## src/rtl/pit_regif.sv

```systemverilog
module pit_regif (
  input  logic        clk,
  input  logic        rst_n,
  input  logic [1:0]  addr,
  input  logic [7:0]  wdata,
  input  logic        wr_en,
  input  logic        rd_en,
  output logic [7:0]  rdata,
  input  logic [2:0]  tick,
  input  logic [2:0]  out_lvl,
  output logic [47:0] count
);
  logic [2:0][1:0]  acc, lat_st;
  logic [2:0][2:0]  mode;
  logic [2:0]       dec, rd_tog, wr_tog, st_pend, ld_pend;
  logic [2:0][7:0]  wlat, st_byte;
  logic [2:0][15:0] lat_cnt, rld;
  logic [2:0][16:0] cnt;

  wire       is_ctl = (addr == 2'd3);
  wire [1:0] ch     = is_ctl ? 2'd0 : addr;
  wire [1:0] sel    = wdata[7:6];
  wire [1:0] wacc   = wdata[5:4];
  wire       do_rd  = rd_en && !wr_en && !is_ctl;

  assign count = {cnt[2][15:0], cnt[1][15:0], cnt[0][15:0]};

  always_comb begin
    if (is_ctl)                   rdata = 8'hFF;
    else if (st_pend[ch])         rdata = st_byte[ch];
    else if (lat_st[ch] == 2'd2)  rdata = lat_cnt[ch][15:8];
    else if (lat_st[ch] != 2'd0)  rdata = lat_cnt[ch][7:0];
    else if (acc[ch] == 2'd2 || (acc[ch] == 2'd3 && rd_tog[ch]))
                                  rdata = cnt[ch][15:8];
    else                          rdata = cnt[ch][7:0];
  end

  always_ff @(posedge clk or negedge rst_n) begin
    if (!rst_n) begin
      acc     <= {3{2'd3}};
      lat_st  <= '0;
      mode    <= '0;
      dec     <= '0;
      rd_tog  <= '0;
      wr_tog  <= '0;
      st_pend <= '0;
      ld_pend <= '0;
      wlat    <= '0;
      st_byte <= '0;
      lat_cnt <= '0;
      rld     <= '0;
      cnt     <= '0;
    end else begin
      for (int n = 0; n < 3; n++) begin
        if (ld_pend[n])
          cnt[n] <= (rld[n] == 16'd0) ? 17'h10000 : {1'b0, rld[n]};
        else if (tick[n])
          cnt[n] <= (cnt[n] <= 17'd1) ? ((rld[n] == 16'd0) ? 17'h10000 : {1'b0, rld[n]})
                                      : cnt[n] - 17'd1;
        ld_pend[n] <= 1'b0;

        if (wr_en && is_ctl) begin
          if (sel == 2'd3) begin
            if (wdata[n+1]) begin
              if (!wdata[5] && lat_st[n] == 2'd0) begin
                lat_cnt[n] <= cnt[n][15:0];
                lat_st[n]  <= acc[n];
              end
              if (!wdata[4] && !st_pend[n]) begin
                st_byte[n] <= {out_lvl[n], 1'b0, acc[n], mode[n], dec[n]};
                st_pend[n] <= 1'b1;
              end
            end
          end else if (sel == 2'(n)) begin
            if (wacc == 2'd0) begin
              if (lat_st[n] == 2'd0) begin
                lat_cnt[n] <= cnt[n][15:0];
                lat_st[n]  <= acc[n];
              end
            end else begin
              acc[n]    <= wacc;
              mode[n]   <= wdata[3:1];
              dec[n]    <= wdata[0];
              rd_tog[n] <= 1'b0;
              wr_tog[n] <= 1'b0;
            end
          end
        end else if (wr_en && addr == 2'(n)) begin
          case (acc[n])
            2'd1: begin
              rld[n]     <= {8'h00, wdata};
              ld_pend[n] <= 1'b1;
            end
            2'd2: begin
              rld[n]     <= {wdata, 8'h00};
              ld_pend[n] <= 1'b1;
            end
            default: begin
              if (!wr_tog[n]) begin
                wlat[n]   <= wdata;
                wr_tog[n] <= 1'b1;
              end else begin
                rld[n]     <= {wdata, wlat[n]};
                ld_pend[n] <= 1'b1;
                wr_tog[n]  <= 1'b0;
              end
            end
          endcase
        end else if (do_rd && addr == 2'(n)) begin
          if (st_pend[n])              st_pend[n] <= 1'b0;
          else if (lat_st[n] == 2'd3)  lat_st[n]  <= 2'd2;
          else if (lat_st[n] != 2'd0)  lat_st[n]  <= 2'd0;
          else if (acc[n] == 2'd3)     rd_tog[n]  <= !rd_tog[n];
        end
      end
    end
  end
endmodule

```

## config.mk

```make
export PLATFORM = sky130hd
export DESIGN_NAME = pit_regif
export DESIGN_NICKNAME = d
export VERILOG_FILES = /design/src/rtl/pit_regif.sv
export SDC_FILE = /design/constraint.sdc
export NUM_CORES = 1
export LEC_CHECK = 0
export ABC_AREA = 0
export CORE_MARGIN = 4
export CORE_UTILIZATION = 45
export CTS_CLUSTER_SIZE = 30
export DETAILED_ROUTE_END_ITERATION = 8
export PLACE_DENSITY_LB_ADDON = 0.08
export SLEW_MARGIN = 20
export SYNTH_ARGS = -nofsm -noshare
export SYNTH_HDL_FRONTEND = slang
export SYNTH_SLANG_ARGS = --single-unit
```

## constraint.sdc

```tcl
create_clock -name clk -period 3.06 [get_ports clk]
set_input_delay 0.459 -clock clk [delete_from_list [all_inputs] [get_ports clk]]
set_output_delay 0.459 -clock clk [all_outputs]
set_load 0.03 [all_outputs]
```

## After elaboration in Yosys (flattened, before gate mapping)

Index checks and enable logic that the tools add are counted.

- Flip-flop bits (word level): 228
- Input port bits: 20
- Output and inout port bits: 56
- Logic and storage cells: 377

- Add/sub/neg operators: 3
- Order comparisons: 4
- Equal/unequal tests: 67
- Multiplexer cells: 162
- Bitwise gates (word level): 9
- Reduce and logical (&&, ||, !) cells: 95

Operators by type and width:

| kind | number |
|---|---|
| two-way mux 16 bit | 23 |
| two-way mux 17 bit | 12 |
| case mux 16 bit (2 select lines) | 3 |
| two-way mux 2 bit | 39 |
| two-way mux 1 bit | 72 |
| AND reduction 9 bit | 6 |
| <= comparator 17 x 1 -> 1 bit, second input constant | 3 |
| subtractor 17 x 1 -> 17 bit, second input constant | 3 |
| logical NOT 16 bit | 3 |
| two-way mux 8 bit | 6 |
| nonzero test 2 bit | 23 |
| AND reduction 4 bit | 9 |
| binary-select mux 17 bit (select 2 bit) | 1 |
| != test 2 bit, second input constant | 17 |
| binary-select mux 16 bit (select 2 bit) | 1 |
| equality test 2 bit, second input constant | 16 |
| != test 2 x 1 -> 1 bit, second input constant | 16 |
| AND reduction 5 bit | 6 |
| AND reduction 6 bit | 3 |
| nonzero test 3 bit | 6 |
| binary-select mux 8 bit (select 2 bit) | 1 |
| logical AND 1 bit | 16 |
| != test 3 x 1 -> 1 bit, second input constant | 5 |
| logical NOT 2 bit | 6 |
| other kinds (11) | 44 |

## Depth between registers and ports, before layout

- Word-level depth: 12
- Depth in mapped cells: 10
- Gate-level depth less buffers: 7

## Worst setup path before layout

Ideal clock, no wire load.

- Path kind: in2out
- From: input addr[0]
- To: output rdata[6]
- Arrival: 2354 ps
- Required time: 2601 ps
- Slack: 247 ps
- Cell stages on the path: 8
- Buffers on the path: 3
- Cell sequence: buf_6 nor2b_1 buf_2 o211ai_2 and3_1 buf_6 or4_1 a32oi_1

- Longest elaborated chain between the ends: 12

RTL lines:

| item | line | source |
|---|---|---|
| from (decl) | 4 | `input logic [1:0] addr,` |
| equality test 2 bit | 20 | `wire is_ctl = (addr == 2'd3);` |
| two-way mux 2 bit | 21 | `wire [1:0] ch = is_ctl ? 2'd0 : addr;` |
| binary-select mux 2 bit (select 2 bit) | 33 | `else if (acc[ch] == 2'd2 \|\| (acc[ch] == 2'd3 && rd_tog[ch]))` |
| two-way mux 2 bit (implied by the code) | 33 |  |
| equality test 2 bit | 33 |  |
| logical AND 1 bit | 33 |  |
| logical OR 1 bit | 33 |  |
| two-way mux 8 bit | 33 |  |
| two-way mux 8 bit | 32 | `else if (lat_st[ch] != 2'd0) rdata = lat_cnt[ch][7:0];` |
| two-way mux 8 bit | 31 | `else if (lat_st[ch] == 2'd2) rdata = lat_cnt[ch][15:8];` |
| two-way mux 8 bit | 30 | `else if (st_pend[ch]) rdata = st_byte[ch];` |
| two-way mux 8 bit * | 29 | `if (is_ctl) rdata = 8'hFF;` |
| to (decl) | 8 | `output logic [7:0] rdata,` |

Mark *: on every way between the ends. The rest lies on a longest branch, timed or not. The select of a mux whose other input is x is not followed.

## Worst setup path in the final report

- From: register acc[0] (netlist name)
- To: output rdata[0]

- Longest elaborated chain between the ends: 10

RTL lines:

| item | line | source |
|---|---|---|
| from (decl) | 13 | `logic [2:0][1:0] acc, lat_st;` |
| from (signal assigned) | 40 | `acc <= {3{2'd3}};` |
| from (signal, indexed assignment) | 81 | `acc[n] <= wacc;` |
| binary-select mux 2 bit (select 2 bit) * | 33 |  |
| two-way mux 2 bit (implied by the code) * | 33 |  |
| equality test 2 bit | 33 |  |
| logical AND 1 bit | 33 |  |
| logical OR 1 bit * | 33 |  |
| two-way mux 8 bit * | 33 |  |
| two-way mux 8 bit * | 32 |  |
| two-way mux 8 bit * | 31 |  |
| two-way mux 8 bit * | 30 |  |
| two-way mux 8 bit * | 29 |  |

Marks and branches as above.

==> flow_metrics.py <==
metrics = {
    "outcome": {
        "status": "finished clean",
    },
    "synth": {
        "synth-seq-area-share": 0.4406,
        "yosysTopAreaCell": "dfrtp_1",
        "synth_area_leaders": "dfrtp_1, mux2_2, nand2_1, buf_4, o21ai_0",
        "synthArstFlopShare": 1.000,
        "synth_flop_cell": "dfrtp_1",
        "synth_top_cell_area_share": 0.4284,
        "synth_cell_types": 75,
        "synth_edf_count": 0,
        "synthesis.area_sq_um": 12970,
        "syn_inst": 1335,
        "syn_nets": 1374,
        "synth_warnings": 0,
        "avgSynthCellArea_sq_um": 9.712,
        "ys_ff_latch": 228,
    },
    "routing": {
        "wl_met2_um": 17940,
        "wl_per_cell_um": 22.75,
        "drt-met1-wl_um": 18700,
        "drt-total-wl_um": 40460,
        "drtIter0Drc": 1088,
        "met3_length_um": 3012,
        "ant_nets": 0,
        "vias_per_cell": 5.954,
        "vias": 10592,
        "dr.pass1.iters": 6,
        "drc": 0,
        "routed.top_layer": "met4",
    },
    "die": {
        "pin_count": 76,
        "fp.dieH_um": 177.7,
        "die_w_um": 177.7,
        "core_area_sq_um": 28090,
        "start_util": 0.4616,
        "rows": 61,
        "dieArea_sq_um": 31590,
    },
    "place": {
        "hpwl_um": 29700,
        "place.gp.congestion": 0.9569,
        "place_inst": 1725,
        "numPortBuffers": 75,
        "placed_cell_area_sq_um": 14000,
    },
    "worst_setup_path": {
        "required_ns": 2.60,
        "setup.worst_path.class": "reg -> out",
        "critPathLaunchType": "flop",
        "worstPathArrival_ns": 2.54,
        "r2r-start": "count[1]",
        "worstSetupStartpoint": "acc[0]",
        "crit_fanout": 8,
        "endpoint_kind": "output pin",
    },
    "power": {
        "leakagePower_nw": 6.546,
        "power_frac_clock": 0.240,
        "p_seq_frac": 0.414,
        "switching_share": 0.3995,
        "peakVddDrop_v": 0.0004654,
        "internal_power_mw": 8.085,
        "power_per_cell_area_nw_per_um2": 898.6,
        "p_switching_mw": 5.379,
        "p_total_mw": 13.46,
        "combPwrFrac": 0.346,
    },
    "timing": {
        "rsz0062_at_grt": "true",
        "relSlewSlack": 0.4750,
        "timing.final.crit_share": 0.9808,
        "drv_slew": 0,
        "finClkSkew_ns": 0.01381,
        "post-route-min-period_ns": 3.001,
        "hold_viol": 0,
        "clock.fmax_mhz": 333.2,
        "setup_viol": 0,
        "tightest_slew_ns": 0.7851,
    },
    "clock_network": {
        "clockBufferDepth": 3,
        "insertion_delay_ns": 0.54,
        "cts-root-buf": "clkbuf_16",
        "cts_num_sinks": 228,
        "cts_buffers": 26,
        "clk_pin_slew_ns": 0.06,
        "cts_tree": "done",
        "cts_max_level": 1,
    },
    "global_routing": {
        "grt_max_degree": 76,
        "grt_usage": 0.2569,
        "antenna_found_initial": 0,
        "grt_pass1_wl_um": 62510,
        "grt_pass1_vias": 10089,
        "overflow": 0,
    },
    "flow_run": {
        "max-cap-violations": 0,
    },
    "cells_and_area": {
        "drive_above_1_share": 0.2041,
        "area_growth_pct": 15.56,
        "finalInstanceArea_sq_um": 14980,
        "final_cells": 1779,
        "final_util": 0.5335,
        "final_nets": 1420,
        "diodes": 0,
    },
    "hold_path": {
        "min_path_type": "in -> async",
    },
}
synthesized netlist by cell type, types with 5 or more instances:
cell / number
or3_1: 10
o211a_1: 6
nor4_1: 24
nand4_1: 13
or2_2: 10
o22a_1: 8
nand2b_1: 5
o211ai_1: 11
mux2_2: 98
nand2_1: 157
a221oi_1: 14
dfstp_2: 6
nand3_1: 57
a22o_1: 12
nor3b_1: 5
a21oi_1: 66
o311ai_0: 5
o22ai_1: 9
o21ai_0: 72
nor4b_4: 5
a31oi_1: 11
and3_1: 8
o221ai_1: 10
buf_1: 6
or4_1: 6
inv_1: 35
nor2b_1: 28
ha_1: 19
mux2_4: 11
dfrtp_1: 222
clkbuf_1: 50
a211oi_1: 18
a22oi_1: 11
a211o_1: 6
a221o_1: 5
o31ai_1: 6
buf_4: 55
nor3_1: 27
nand3b_1: 5
nor2_1: 88
buf_2: 20
mux2i_1: 33
area by class of cell:
type                            instances  area [sq um]
Clock buffer                           36         738.2
Clock inverter                         12         157.7
Fill cell                            2615         13100
Inverter                               35         131.4
Multi-Input combinational cell        936          6381
Sequential cell                       228          5714
Tap cell                              378         473.0
Timing Repair Buffer                  154          1388
registers in the layout, summed over array words and instances, names as in the netlist:
name,flops
ld_pend,3
st_pend,3
wr_tog,3
count,48
mode,9
wlat,24
cnt,3
st_byte,21
acc,6
lat_cnt,48
lat_st,6
dec,3
rld,48
rd_tog,3
through the flow:
| step | setup slack [ns] | setup TNS (ns) | hold slack, ns |
|---|---|---|---|
| 4_1_cts | 0.02471 | 0 | 0.4525 |
| 3_5_place_dp | 0.1890 | 0 | 0.4650 |
| 5_1_grt | -0.01101 | -0.02369 | 0.4862 |
| 3_3_place_gp | 0.2202 | 0 | 0.4661 |
| 6_report | 0.05880 | 0 | 0.4778 |
| 2_1_floorplan | 0.2471 | 0 | 0.1634 |
path summary, 6_finish.rpt:
kind / endpoint / slack (ns) / depth (start not counted)
setup reg to reg: count[14] / 0.57 / 6
max in group asynchronous: count[21] / 1.77 / 3
min in group clk: wlat[7] / 0.49 / 2
hold reg to reg: wlat[7] / 0.49 / 2
hold / removal: count[10] / 0.48 / 2
setup / recovery: rdata[0] / 0.06 / 7
placed cells by master, fill, tap and decap left out, types with 27 or more instances in the layout:
cell type        count
nor2_1              88
nor2b_1             28
mux2i_1             32
a21oi_1             66
clkdlybuf4s50_1     64
inv_1               32
o21ai_0             72
mux2_2              98
nand2_1            157
nor3_1              27
buf_4               80
dfrtp_1            221
nand3_1             57
power by group through the flow:
stage               registers [mW]  clock network [mW]  logic (mW)
finish                        5.57                3.23        4.66
CTS                           5.54                3.30        4.66
global placement              5.59                   0        4.55
floorplan                     4.88                   0        3.51
detailed placement            5.59                   0        4.60
global route                  5.70                3.42        5.10
repair_timing:
| action | in CTS | in global routing |
|---|---|---|
| buffers inserted | 5 | 0 |
| hold buffers | 1 | 0 |
| pin swaps | 3 | 0 |
| setup endpoints to repair | 4 | 4 |
| endpoints found under the hold margin | 69 | 0 |
| cloned | 0 | 0 |
| resized for setup | 7 | 3 |
routing by layer:
layer  GRT usage  vias up
li1            -     4929
met4     0.05511        0
met1      0.3883     5186
met5           0        -
met2      0.3916      421
met3     0.03984       56
kinds of logic (layout without fill, tap and decap cells):
group / Yosys count / after routing / share of synthesized area
AOI/OAI and AO/OA: 302 / 302 / 0.1588
buffers and inverters: 171 / 237 / 0.06977
xor gates and xnor gates: 4 / 4 / 0.002702
muxes: 142 / 142 / 0.1233
and+or+nand+nor: 469 / 469 / 0.1864
DFF: 228 / 228 / 0.4406
adders and majority gates: 19 / 19 / 0.01833
worst max-delay path, stage by stage, from the launching register on:
cell and delay [ns]:
dfstp_2 0.54, inv_2 0.07, o2111ai_4 0.20, and3_4 0.22, buf_6 0.13, mux2_2 0.33
a211o_1 0.33, buf_4 0.18
(Power assumes the default switching activity.)
